## config.mk

```make
export PLATFORM = sky130hd
export DESIGN_NAME = rx_addr_filter
export DESIGN_NICKNAME = d
export VERILOG_FILES = /design/src/rtl/afilt_pkg.sv /design/src/rtl/afilt_crc.sv /design/src/rtl/afilt_cfg.sv /design/src/rtl/afilt_decide.sv /design/src/rtl/afilt_status.sv /design/src/rtl/rx_addr_filter.sv
export SDC_FILE = /design/constraint.sdc
export NUM_CORES = 1
export LEC_CHECK = 0
export CORE_AREA = 3 3 155 119
export CTS_CLUSTER_SIZE = 28
export DETAILED_ROUTE_END_ITERATION = 12
export DIE_AREA = 0 0 158 122
export DONT_BUFFER_PORTS = 1
export GPL_ROUTABILITY_DRIVEN = 0
export PLACE_DENSITY = 0.75
export SYNTH_ARGS = -nofsm -noshare
export SYNTH_HDL_FRONTEND = slang
export SYNTH_HIERARCHICAL = 1
export SYNTH_SLANG_ARGS = --single-unit
```

## constraint.sdc

```tcl
create_clock -name clk -period 3.1 [get_ports clk]
set_clock_uncertainty 0.2 [all_clocks]
set_input_delay 0.155 -clock clk [delete_from_list [all_inputs] [get_ports clk]]
set_output_delay 0.155 -clock clk [all_outputs]
set_load 0.01 [all_outputs]
```

## src/rtl/afilt_pkg.sv

```systemverilog
`timescale 1ns/1ps
package afilt_pkg;
  localparam int ADDR_BYTES = 6;
  localparam int N_CLS      = 6;
  localparam int CRC_TOP    = 28;
  localparam logic [31:0] CRC_POLY = 32'h04C11DB7;

  // class bit positions, shared by enables and status
  localparam int C_UALL  = 0;
  localparam int C_BCAST = 1;
  localparam int C_MALL  = 2;
  localparam int C_UHASH = 3;
  localparam int C_MHASH = 4;
  localparam int C_PERF  = 5;
  localparam int PASS_BIT = 6;

  // configuration selectors
  localparam int SEL_STA0 = 0;
  localparam int SEL_CTRL = 3;
  localparam int SEL_WCLR = 4;
  localparam int SEL_HASH = 5;

  // one nibble through the CRC: the top four CRC bits meet the nibble bits
  // in reverse order and the resulting 4-bit pattern picks shifted generators
  function automatic logic [31:0] crc_nibble(input logic [31:0] c, input logic [3:0] d);
    logic [3:0]  t;
    logic [31:0] r;
    t = {c[31] ^ d[0], c[30] ^ d[1], c[29] ^ d[2], c[28] ^ d[3]};
    r = {c[27:0], 4'h0};
    for (int k = 0; k < 4; k++)
      if (t[k]) r = r ^ (CRC_POLY << k);
    return r;
  endfunction

  function automatic logic [31:0] crc_byte(input logic [31:0] c, input logic [7:0] b);
    return crc_nibble(crc_nibble(c, b[3:0]), b[7:4]);
  endfunction
endpackage

```

## src/rtl/afilt_crc.sv

```systemverilog
`timescale 1ns/1ps
module afilt_crc import afilt_pkg::*; #(
  parameter int HASH_W = 6
) (
  input  logic              clk,
  input  logic              rst,
  input  logic              take,
  input  logic              restart,
  input  logic [7:0]        din,
  output logic [HASH_W-1:0] hash_idx
);
  logic [31:0] crc_q;
  logic [31:0] crc_next;

  assign crc_next = crc_byte(restart ? 32'hFFFF_FFFF : crc_q, din);
  assign hash_idx = crc_next[CRC_TOP -: HASH_W];

  always_ff @(posedge clk) begin
    if (rst)       crc_q <= 32'hFFFF_FFFF;
    else if (take) crc_q <= crc_next;
  end

  // bytes that are not taken leave the running CRC alone
  assert_crc_hold_R3: assert property (@(posedge clk) disable iff (rst)
    !take |=> $stable(crc_q));
endmodule

```

## src/rtl/afilt_cfg.sv

```systemverilog
`timescale 1ns/1ps
module afilt_cfg import afilt_pkg::*; #(
  parameter int HASH_W = 6,
  parameter int SEL_W  = 4,
  parameter int DW     = 32
) (
  input  logic                   clk,
  input  logic                   rst,
  input  logic                   cfg_wr,
  input  logic [SEL_W-1:0]       cfg_sel,
  input  logic [DW-1:0]          cfg_data,
  output logic [8*ADDR_BYTES-1:0] station,
  output logic [(1<<HASH_W)-1:0] table_bits,
  output logic [N_CLS-1:0]       cls_en,
  output logic                   pass_all,
  output logic [N_CLS-1:0]       stat_clr
);
  localparam int TBL_BITS = 1 << HASH_W;
  localparam int WORDS    = TBL_BITS / DW;

  logic [15:0]   sta_w [3];
  logic [DW-1:0] tbl   [WORDS];
  logic [N_CLS:0] ctrl_q;
  logic [SEL_W-1:0] hoff;

  assign hoff = cfg_sel - SEL_W'(SEL_HASH);

  always_ff @(posedge clk) begin
    if (rst) begin
      for (int i = 0; i < 3; i++) sta_w[i] <= '0;
      ctrl_q <= '0;
    end else if (cfg_wr) begin
      for (int i = 0; i < 3; i++)
        if (cfg_sel == SEL_W'(SEL_STA0 + i)) sta_w[i] <= cfg_data[15:0];
      if (cfg_sel == SEL_W'(SEL_CTRL)) ctrl_q <= cfg_data[N_CLS:0];
    end
  end

  // accept table: plain write-only-by-port memory, no reset
  always_ff @(posedge clk) begin
    for (int w = 0; w < WORDS; w++)
      if (cfg_wr && hoff == SEL_W'(w)) tbl[w] <= cfg_data;
  end

  generate
    for (genvar w = 0; w < WORDS; w++) begin : g_tbl
      assign table_bits[w*DW +: DW] = tbl[w];
    end
  endgenerate

  // first received byte sits in the most significant byte of station
  assign station  = {sta_w[2][7:0], sta_w[2][15:8], sta_w[1][7:0], sta_w[1][15:8],
                     sta_w[0][7:0], sta_w[0][15:8]};
  assign cls_en   = ctrl_q[N_CLS-1:0];
  assign pass_all = ctrl_q[PASS_BIT];
  assign stat_clr = (cfg_wr && cfg_sel == SEL_W'(SEL_WCLR)) ? cfg_data[N_CLS-1:0] : '0;
endmodule

```

## src/rtl/afilt_decide.sv

```systemverilog
`timescale 1ns/1ps
module afilt_decide import afilt_pkg::*; #(
  parameter int HASH_W = 6
) (
  input  logic                    clk,
  input  logic                    rst,
  input  logic                    last,
  input  logic [8*ADDR_BYTES-1:0] dest,
  input  logic [8*ADDR_BYTES-1:0] station,
  input  logic [(1<<HASH_W)-1:0]  table_bits,
  input  logic [HASH_W-1:0]       hash_idx,
  input  logic [N_CLS-1:0]        cls_en,
  input  logic                    pass_all,
  output logic [N_CLS-1:0]        hits,
  output logic                    dec_vld,
  output logic                    dec_accept,
  output logic                    dec_ucast,
  output logic                    dec_mcast,
  output logic                    dec_bcast
);
  localparam int GRP_BIT = 8*ADDR_BYTES - 8;  // bit 0 of first byte

  logic is_b, is_m, is_u, tbl_hit;
  logic [N_CLS-1:0] m;

  always_comb begin
    is_b    = &dest;
    is_m    = dest[GRP_BIT] & ~is_b;
    is_u    = ~dest[GRP_BIT];
    tbl_hit = table_bits[hash_idx];
    m[C_UALL]  = cls_en[C_UALL]  & is_u;
    m[C_BCAST] = cls_en[C_BCAST] & is_b;
    m[C_MALL]  = cls_en[C_MALL]  & is_m;
    m[C_UHASH] = cls_en[C_UHASH] & is_u & tbl_hit;
    m[C_MHASH] = cls_en[C_MHASH] & is_m & tbl_hit;
    m[C_PERF]  = cls_en[C_PERF]  & (dest == station);
  end

  assign hits = last ? m : '0;

  always_ff @(posedge clk) begin
    if (rst) begin
      dec_vld    <= 1'b0;
      dec_accept <= 1'b0;
      dec_ucast  <= 1'b0;
      dec_mcast  <= 1'b0;
      dec_bcast  <= 1'b0;
    end else begin
      dec_vld <= last;
      if (last) begin
        dec_accept <= pass_all | (|m);
        dec_ucast  <= is_u;
        dec_mcast  <= is_m;
        dec_bcast  <= is_b;
      end
    end
  end

  assert_class_onehot_R2: assert property (@(posedge clk) disable iff (rst)
    dec_vld |-> $countones({dec_ucast, dec_mcast, dec_bcast}) == 1);

  assert_single_pulse_R3: assert property (@(posedge clk) disable iff (rst)
    dec_vld |=> !dec_vld);

  assert_pass_all_R7: assert property (@(posedge clk) disable iff (rst)
    (last && pass_all) |=> (dec_vld && dec_accept));
endmodule

```

## src/rtl/afilt_status.sv

```systemverilog
`timescale 1ns/1ps
module afilt_status import afilt_pkg::*; (
  input  logic             clk,
  input  logic             rst,
  input  logic [N_CLS-1:0] set,
  input  logic [N_CLS-1:0] clr,
  output logic [N_CLS-1:0] stat
);
  // a new match outranks a clear of the same bit
  always_ff @(posedge clk) begin
    if (rst) stat <= '0;
    else     stat <= (stat & ~clr) | set;
  end

  assert_sticky_R8: assert property (@(posedge clk) disable iff (rst)
    !rst |=> ((($past(stat) & ~$past(clr)) & ~stat) == '0));

  assert_w1c_R9: assert property (@(posedge clk) disable iff (rst)
    (|(clr & ~set)) |=> ((stat & $past(clr & ~set)) == '0));
endmodule

```

## src/rtl/rx_addr_filter.sv

```systemverilog
`timescale 1ns/1ps
module rx_addr_filter import afilt_pkg::*; #(
  parameter int HASH_W = 6,
  parameter int SEL_W  = 4,
  parameter int DW     = 32
) (
  input  logic             clk,
  input  logic             rst,
  input  logic             cfg_wr,
  input  logic [SEL_W-1:0] cfg_sel,
  input  logic [DW-1:0]    cfg_data,
  input  logic             rx_vld,
  input  logic             rx_sof,
  input  logic [7:0]       rx_byte,
  output logic             dec_vld,
  output logic             dec_accept,
  output logic             dec_ucast,
  output logic             dec_mcast,
  output logic             dec_bcast,
  output logic [N_CLS-1:0] wake_stat
);
  localparam int CW = $clog2(ADDR_BYTES + 1);

  logic [CW-1:0] cnt;
  logic [7:0]    addr_q [ADDR_BYTES];
  logic          active, last, take;
  logic [8*ADDR_BYTES-1:0] dest_now, station;
  logic [(1<<HASH_W)-1:0]  table_bits;
  logic [HASH_W-1:0]       hash_idx;
  logic [N_CLS-1:0]        cls_en, stat_clr, hits;
  logic                    pass_all;

  assign active = cnt < CW'(ADDR_BYTES);
  assign take   = rx_vld && (rx_sof || active);
  assign last   = rx_vld && !rx_sof && (cnt == CW'(ADDR_BYTES - 1));

  // idle count of ADDR_BYTES means: wait for the next start of frame
  always_ff @(posedge clk) begin
    if (rst) begin
      cnt <= CW'(ADDR_BYTES);
      for (int i = 0; i < ADDR_BYTES; i++) addr_q[i] <= '0;
    end else if (rx_vld && rx_sof) begin
      addr_q[0] <= rx_byte;
      cnt <= CW'(1);
    end else if (rx_vld && active) begin
      for (int i = 0; i < ADDR_BYTES; i++)
        if (cnt == CW'(i)) addr_q[i] <= rx_byte;
      cnt <= cnt + CW'(1);
    end
  end

  generate
    for (genvar i = 0; i < ADDR_BYTES; i++) begin : g_dest
      if (i == ADDR_BYTES - 1) begin : g_live
        assign dest_now[8*(ADDR_BYTES-1-i) +: 8] = rx_byte;
      end else begin : g_held
        assign dest_now[8*(ADDR_BYTES-1-i) +: 8] = addr_q[i];
      end
    end
  endgenerate

  afilt_cfg #(.HASH_W(HASH_W), .SEL_W(SEL_W), .DW(DW)) u_cfg (
    .clk(clk), .rst(rst), .cfg_wr(cfg_wr), .cfg_sel(cfg_sel), .cfg_data(cfg_data),
    .station(station), .table_bits(table_bits), .cls_en(cls_en),
    .pass_all(pass_all), .stat_clr(stat_clr));

  afilt_crc #(.HASH_W(HASH_W)) u_crc (
    .clk(clk), .rst(rst), .take(take), .restart(rx_sof), .din(rx_byte),
    .hash_idx(hash_idx));

  afilt_decide #(.HASH_W(HASH_W)) u_dec (
    .clk(clk), .rst(rst), .last(last), .dest(dest_now), .station(station),
    .table_bits(table_bits), .hash_idx(hash_idx), .cls_en(cls_en),
    .pass_all(pass_all), .hits(hits), .dec_vld(dec_vld), .dec_accept(dec_accept),
    .dec_ucast(dec_ucast), .dec_mcast(dec_mcast), .dec_bcast(dec_bcast));

  afilt_status u_stat (
    .clk(clk), .rst(rst), .set(hits), .clr(stat_clr), .stat(wake_stat));
endmodule

```

==> impl_summary.md, run 1 <==
Setup path
The critical path in this run is classified as flop to flop. The worst setup path is launched from a flop. Walking the worst path, the cells encountered are xnor2_2, nor2_2, xor2_2, xnor2_2, buf_12, buf_4, mux4_1, mux2i_1, o21ai_1, a311oi_1, a21oi_1, mux2_4, and3_4, inv_2, a21oi_2. STA classifies the critical path endpoint as a flop. The cell at the slowest stage of the critical path is sky130_fd_sc_hd__mux4_1. Of all nets on the critical path, the largest fanout is 7. The cell occurring most often along the worst timing path is sky130_fd_sc_hd__xnor2_2.

The peak per-stage delay on the critical path is 560 ps. Counting both buffers and inverters, the worst setup path holds a total of 3. On the critical path the largest part of the delay comes from multiplexers.

The critical path data required time is 3290 ps. At the worst endpoint, the arrival time is 3510 ps.

CTS
The number of levels the H-tree was split into is 1. The number of hold-repair buffers added at the cts stage is 120. The clock latency at the later pin of the worst-skew pair is 500 ps. The maximum clock insertion buffer count is 3.

Clock tree synthesis inserted a total of 21 buffers. The total clock sinks is 205. The clock-pin slew of the registers on the worst-case setup and hold paths is 70 ps. TritonCTS built the clock tree. The cell at the root of the clock tree is sky130_fd_sc_hd__clkbuf_16.

Global route
The met1 track utilization from global routing is 37.9%. The fraction of met3 tracks used by global routing is 5.54%. The remaining global-route overflow is 0. The aggregate global-route resource usage is 27.0%.

For met2 alone, demand over resource in global routing was 42.7%. The largest net degree at the start of global routing is 79. The first global-routing pass estimated 39100 um of wire.

The via count of the first global-routing pass was 6783. After global routing, the most crowded layer is met2. The number of antenna violations at the first check in global routing is 1.

Timing
Hold timing on the final database bottoms out at a slack of -478 ps. The summed negative setup slack over all endpoints is -563 ps. The worst path uses 107% of the clock period. The relative slew slack is 45.3%.

The final critical path time including I/O delays and setup is 3320 ps. The total count of max-transition violations in the final report is 0. The measured slew at the worst slew-check pin is 819 ps. Timing would allow up to 301 MHz. The total count of hold-check failures in the final report came to 2. Setup repair after global routing could not meet its margin everywhere. After layout, the worst setup slack is -218 ps.

Setup violations remaining at the end of the flow were counted as 3.

Routing
The first-iteration detailed-routing DRC count is 789. The number of antenna-violating nets in the routed design is 0. In the routed layout, each cell is associated on average with a via count of 6.03. The first detailed-routing pass ran for 8 iterations. Dividing the detail-routed wire length by the instance count gives 23.3 um. In the routed design, unresolved DRC markers number 0. Summing over every cut layer, the via total after detailed routing is 6807. The final routed wirelength across all metal layers is 26300 um.

Yosys
The mux contribution to synthesized area is 5.57%. Synthesis produced a netlist with a net count of 811. After synthesis the cells add up to 9840 um2. The xor/xnor cell area share of the yosys netlist is 13.7%. The proportion of synthesized flip-flops having asynchronous set or reset is 0%. In this run, synthesis produced a sequential element count of 205.

Dividing the synthesized area by the synthesized cell count gives 13.0 um2. The number of warnings issued by yosys is 6. Of the total synthesized cell area, the portion taken by AND, OR, NAND and NOR gates is 13.7%. The number of standard cells after synthesis is 757. The share of the Yosys chip area taken by registers is 57.2%. The count of distinct cell types in the synthesized netlist is 64. The adder-cell share of the synthesized area is 0.636%. Among all flip-flop cells after synthesis, the most frequent one is sky130_fd_sc_hd__edfxtp_1. The compound-cell area share of the yosys netlist is 5.81%. The count of flip-flops with a built-in enable after synthesis is 152. By area, the combinational part of the netlist is dominated by simple AND/OR/NAND/NOR gates.

Run status
The run finished, with violations left. The checks that failed: hold timing, setup timing.

Power
IR analysis of the VDD net gives a maximum drop of 0.000500 V. The leakage component of the power is 0.00453 uW. In this run the power density over the cells is 644 nW/um2.

Placement
In this run the cell area measured after placement is 10100 um2. The half-perimeter wire length after detailed placement is 15400 um. The instance count after placement with tap cells included is 959.

Buffers placed on the I/O ports in this run total 0.

Final layout
With fillers left out, the area of the finished cells amounts to 12200 um2. The net count of the finished layout is 952. From synthesis to final layout, the design area changed by 24.0%. The share of layout cells above drive strength 1 is 15.8%.

The number of standard cells in the layout, taps in and fillers out is 1128. Fill cells in the final layout number 1064. At the end of the flow the core is filled with cells to 72.3%.

Floorplanning
The floorplan step defined a core boundary enclosing 16900 um2. The initial standard-cell utilization of the core is 58.3%. The floorplan step defined a die boundary enclosing 19300 um2. From left edge to right edge, the die measures 158 um. The die boundary height is 122 um.

60 I/O pins were placed. The row count is 41.

Min path
The class of the most critical hold timing path is primary input to flop.

Run
The total of max-cap violations is 0.
[timing repair]
item / CTS / global route
pin swaps: 2 / 8
endpoints found under the hold margin: 301 / 2
buffers inserted: 4 / 7
gates resized for setup: 8 / 17
endpoints found under the setup margin: 3 / 3
[sequential cells by signal (all words and copies together), names as in the netlist]
name and count:
u_dec/dec_ucast 1, u_dec/dec_accept 1, cnt 3, u_cfg/sta_w 48
u_cfg/ctrl_q 7, u_dec/dec_mcast 1, u_stat/stat 6, u_dec/dec_bcast 1
u_crc/crc_q 32, u_dec/dec_vld 1, u_cfg/tbl 64, addr_q 40
[layout make-up]
| class | count | area [um2] | share of cell area (%) |
|---|---|---|---|
| tap | 215 | 269 | 2.20 |
| inverter | 21 | 78.8 | 0.646 |
| sequential | 205 | 5630 | 46.2 |
| timing repair buffer | 160 | 1530 | 12.5 |
| clock buffer | 22 | 539 | 4.42 |
| antenna | 1 | 2.50 | 0.0205 |
| multi-input combinational | 489 | 4000 | 32.7 |
| clock inverter | 15 | 158 | 1.29 |
[report_power, final]
part	leakage [uW]	switching, uW	internal, uW
clock	0.000332	1070	1510
combinational	0.00231	942	1110
sequential	0.00189	120	3110
total	0.00453	2130	5730
[routing by layer]
layer | wire [um] | share of wire, % | vias to the layer above
met4 | 698 | 2.7 | 0
met5 | 0 | 0 | -
met3 | 2640 | 10 | 61
met2 | 12300 | 47 | 397
li1 | - | - | 2988
met1 | 10600 | 41 | 3361
[worst reg2reg max path, delay by kind of cell, from the launching register on]
kind / cells / cell delay [ps]
buffers and inverters: 3 / 340
DFF: 1 / 360
muxes: 3 / 1010
AOI/OAI and AO/OA: 4 / 410
and+or+nand+nor: 2 / 350
xor gates and xnor gates: 3 / 560
[Yosys cell counts, types with 7 or more instances]
cell type / number / area share [%]
sky130_fd_sc_hd__nand2b_4: 7 / 0.98
sky130_fd_sc_hd__mux4_1: 9 / 2.4
sky130_fd_sc_hd__nor2_1: 66 / 2.5
sky130_fd_sc_hd__a21oi_1: 25 / 1.3
sky130_fd_sc_hd__buf_2: 12 / 0.61
sky130_fd_sc_hd__and3_1: 31 / 2.0
sky130_fd_sc_hd__mux2i_1: 12 / 1.2
sky130_fd_sc_hd__a211o_1: 13 / 1.2
sky130_fd_sc_hd__clkbuf_1: 10 / 0.38
sky130_fd_sc_hd__mux4_2: 7 / 1.6
sky130_fd_sc_hd__and2_1: 40 / 2.5
sky130_fd_sc_hd__dfxtp_1: 53 / 11
sky130_fd_sc_hd__nand4_1: 17 / 1.1
sky130_fd_sc_hd__nor2b_1: 7 / 0.44
sky130_fd_sc_hd__xnor2_1: 81 / 7.2
sky130_fd_sc_hd__buf_4: 12 / 0.92
sky130_fd_sc_hd__nor3_1: 12 / 0.61
sky130_fd_sc_hd__inv_1: 21 / 0.80
sky130_fd_sc_hd__nand2b_1: 16 / 1.0
sky130_fd_sc_hd__nor4_1: 12 / 0.76
sky130_fd_sc_hd__xor2_1: 50 / 4.5
sky130_fd_sc_hd__edfxtp_1: 152 / 46
[cell families after synthesis]
family / after synthesis
xor+xnor: 141
simple gates: 230
compound gates: 82
fa+ha+maj: 5
flops: 205
buf+inv: 63
mux: 31
[cells in the final DEF (no fill, tap or decap), types with 8 or more instances in the layout]
| cell type | netlist | layout |
|---|---|---|
| sky130_fd_sc_hd__and3_1 | 31 | 30 |
| sky130_fd_sc_hd__a21oi_1 | 25 | 23 |
| sky130_fd_sc_hd__mux4_2 | 7 | 8 |
| sky130_fd_sc_hd__dlygate4sd3_1 | 0 | 120 |
| sky130_fd_sc_hd__nor2_1 | 66 | 63 |
| sky130_fd_sc_hd__dfxtp_1 | 53 | 49 |
| sky130_fd_sc_hd__inv_1 | 21 | 19 |
| sky130_fd_sc_hd__mux4_1 | 9 | 8 |
| sky130_fd_sc_hd__xor2_1 | 50 | 48 |
| sky130_fd_sc_hd__nand4_1 | 17 | 17 |
| sky130_fd_sc_hd__buf_4 | 12 | 37 |
| sky130_fd_sc_hd__edfxtp_1 | 152 | 152 |
| sky130_fd_sc_hd__nor3_1 | 12 | 10 |
| sky130_fd_sc_hd__xnor2_2 | 5 | 13 |
| sky130_fd_sc_hd__nand2b_1 | 16 | 16 |
| sky130_fd_sc_hd__and2_1 | 40 | 40 |
| sky130_fd_sc_hd__xnor2_1 | 81 | 73 |
| sky130_fd_sc_hd__clkbuf_16 | 0 | 21 |
| sky130_fd_sc_hd__mux2i_1 | 12 | 12 |
| sky130_fd_sc_hd__nor4_1 | 12 | 11 |
| sky130_fd_sc_hd__a211o_1 | 13 | 13 |
[final timing paths]
path,depth (start not counted),slack (ps),from,end
setup reg to reg,15,-220,u_crc/crc_q[25],u_stat/stat[4]
hold reg to reg,2,350,u_stat/stat[3],u_stat/stat[3]
hold / removal,1,-480,rst,u_stat/stat[3]
setup / recovery,15,-220,u_crc/crc_q[25],u_stat/stat[4]
[through the flow]
step                      hold WS, ps  setup WS (ps)  power (uW)
final                            -478           -218        7860
after global routing             -494           -311        8120
after CTS                        -481          0.292        7690
after detailed placement         36.9           -122        4870
after global placement           30.8          -8.60        4820
after floorplan                  21.7           -127        4580
Note: power is estimated with default switching activity, not from simulation.
==> inputs of run 2 (changes only) <==
==> constraint.sdc (replaced) <==
create_clock -name clk -period 2.8 [get_ports clk]
set_clock_uncertainty 0.2 [all_clocks]
set_input_delay 0.14 -clock clk [delete_from_list [all_inputs] [get_ports clk]]
set_output_delay 0.14 -clock clk [all_outputs]
set_load 0.01 [all_outputs]
==> impl_summary.md, run 2 (synthesis gave the netlist of run 1 again) <==
Run status
The final reports fail on hold timing, setup timing. The run finished, with violations left.

Global route
The via count of the first global-routing pass is 6874 (+1.3%). The first-pass GRT wire length is 40000 um (+2.3%). The remaining global-route overflow is 0 (unchanged). The largest net degree at the start of global routing is 79 (unchanged).

The aggregate global-route resource usage was 27.4% (+0.40 points). The number of antenna violations at the first check in global routing is 1 (unchanged).

Placement
The instance count after placement with tap cells included was 967 (+0.83%). The half-perimeter wire length after detailed placement is 15200 um (-1.7%). The number of buffers added on ports is 0 (unchanged). The post-place setup slack came to -441 ps (-320 ps). The placed instance area is 10200 um2 (+0.59%).

Floorplanning
The core footprint is 16900 um2 (unchanged). The die area is 19300 um2 (unchanged). The row count is 41 (unchanged). The die boundary height is 122 um (unchanged). The initial standard-cell utilization of the core is 58.3% (unchanged). The horizontal die dimension is 158 um (unchanged).

The top-level I/O count is 60 (unchanged).

Setup path
The most numerous cell type found on the critical path is sky130_fd_sc_hd__a21oi_1. The critical path is of the flop to flop type. The peak per-stage delay on the critical path is 500 ps (-60 ps). The critical path data arrival time is 3450 ps (-60 ps). The critical path launch point type is a flop. The highest fanout seen on the critical path is 9 (+2). STA classifies the critical path endpoint as a flop.

The cell at the slowest stage of the critical path is sky130_fd_sc_hd__mux4_2. The critical path data required time is 2990 ps (-300 ps). Walking the worst path, the cells encountered are xnor2_1, nor2_1, xor2_1, xnor2_2, buf_12, buf_4, mux4_2, nand3b_1, o21ai_1, a311oi_1, a21oi_1, mux2_4, and3_1, inv_1, a21oi_1.

Run
The total of max-cap violations is 0 (unchanged).

Timing
Setup repair after global routing could not meet its margin everywhere. The share of the cycle needed by the critical path after routing is 116% (+9.4 points). The total count of max-transition violations in the final report is 0 (unchanged). The minimum setup slack in the final design is -461 ps (-243 ps). The final worst hold slack is -476 ps (+2.22 ps).

The relative slew slack came to 44.3% (-0.99 points). The maximum operating frequency is 307 MHz (+1.7%). The number of setup violations in the final report is 3 (unchanged).

The measured slew at the worst slew-check pin is 829 ps (+10.6 ps). The total count of hold-check failures in the final report came to 5 (+3). The final critical path time including I/O delays and setup is 3260 ps (-56.5 ps).

Final layout
The top cell types in the final layout, fill and taps aside, are sky130_fd_sc_hd__edfxtp_1 (152), sky130_fd_sc_hd__dlygate4sd3_1 (124), sky130_fd_sc_hd__xnor2_1 (71), sky130_fd_sc_hd__nor2_1 (63), sky130_fd_sc_hd__xor2_1 (50). The number of nets at the end of the flow is 962 (+1.1%). The synthesis-to-finish area growth is 24.8%.

The share of layout cells above drive strength 1 was 16.0% (+0.17 points). The number of standard cells in the layout, taps in and fillers out is 1137 (+0.80%). The largest registers in the layout are u_cfg/tbl x64, u_cfg/sta_w x48, addr_q x40. The most frequent standard cell in the layout excluding fill and tap cells is sky130_fd_sc_hd__edfxtp_1. The flip-flop count of the largest register after layout is 64 (unchanged). The register with the most flip-flops in the final layout is u_cfg/tbl. The final design instance area without fill is 12300 um2 (+0.59%).

CTS
The maximum clock insertion buffer count came to 3 (unchanged). The clock latency at the later pin of the worst-skew pair is 500 ps (about the same). The number of levels the H-tree was split into came to 1 (unchanged). The number of hold-repair buffers added at the cts stage is 124 (+3.3%). The cell at the root of the clock tree is sky130_fd_sc_hd__clkbuf_16. The total clock buffers created by CTS is 20 (-4.8%). The TritonCTS clock tree is built. The clock-pin slew of the registers on the worst-case setup and hold paths is 70 ps (about the same). The total clock sinks is 205 (unchanged).

Routing
The number of antenna-violating nets in the routed design was 0 (unchanged). The first-iteration detailed-routing DRC count is 696 (-12%). The iteration count of the initial detailed-routing pass is 5 (-3). The final routed wire length divided by cell count is 23.0 um (-1.0%). The number of remaining DRC errors is 0 (unchanged). The number of vias per cell after detailed routing is 5.98 (-0.95%). The final routed wirelength across all metal layers is 26200 um (-0.22%).

The via count is 6796 (-0.16%).

Min path
In this run the worst hold path is classified as primary input to flop.

Power
The leakage component of the power is 0.00459 uW (+1.5%). The power after layout is 8700 uW (+11%). The total power divided by cell area is 709 nW/um2 (+10%). The maximum resistive drop on vdd is 0.000649 V (+30%).
run 2: cell count changes in the layout (fill, tap and decap cells not counted), sizes merged:
cell         change
clkinv           -1
buf              +7
dlygate4sd3      +4
clkinvlp         -3
clkbuf           +2
run 2: layout make-up:
type                       instances  area, um2
sequential                       205       5640
clock inverter                    11        130
fill                            1039       4600
tap                              215        269
inverter                          21       78.8
timing repair buffer             171       1610
antenna                            1       2.50
clock buffer                      24        557
multi-input combinational        489       3990
run 2: critical path: cells and delay by family, from the launching register on:
kind	cells	cell delay [ps]
mux	2	810
xor+xnor	3	560
compound gates	4	530
simple gates	3	360
flops	1	340
buf+inv	3	340
run 2: final timing paths:
check                                      from        endpoint  slack, ps  cells past startpoint
worst min register to register   u_stat/stat[5]  u_stat/stat[5]        350                      2
worst min-delay path                        rst  u_stat/stat[3]       -480                      1
worst max register to register  u_crc/crc_q[25]  u_stat/stat[4]       -460                     15
worst max-delay path            u_crc/crc_q[25]  u_stat/stat[4]       -460                     15
run 2: metrics by stage:
| stage | util, % | TNS [ps] |
|---|---|---|
| after floorplan | - | -27260 |
| after global placement | 60.3 | -876 |
| after detailed placement | 60.3 | -1230 |
| after CTS | 72.2 | -723 |
| after global routing | 72.7 | -1720 |
| final | 72.7 | -1270 |
run 2: timing repair:
item	4_1_cts	5_1_grt
hold endpoints to repair	309	5
setup buffers	3	7
gates resized for setup	12	13
setup endpoints to repair	3	13
pin swaps	4	4
run 2: where the power goes:
part	leakage, uW	switching [uW]	internal [uW]	total, uW
sequential	0.00189	133	3440	3570
combinational	0.00237	1050	1230	2280
clock	0.000336	1150	1690	2840
total	0.00459	2340	6360	8700
run 2: metal layers:
metal | track usage, % | wire length [um] | vias to the layer above
li1 | - | - | 3025
met1 | 38.7 | 10900 | 3379
met2 | 43.8 | 12300 | 324
met3 | 5.43 | 2190 | 68
met4 | 7.85 | 823 | 0
met5 | 0 | 0 | -
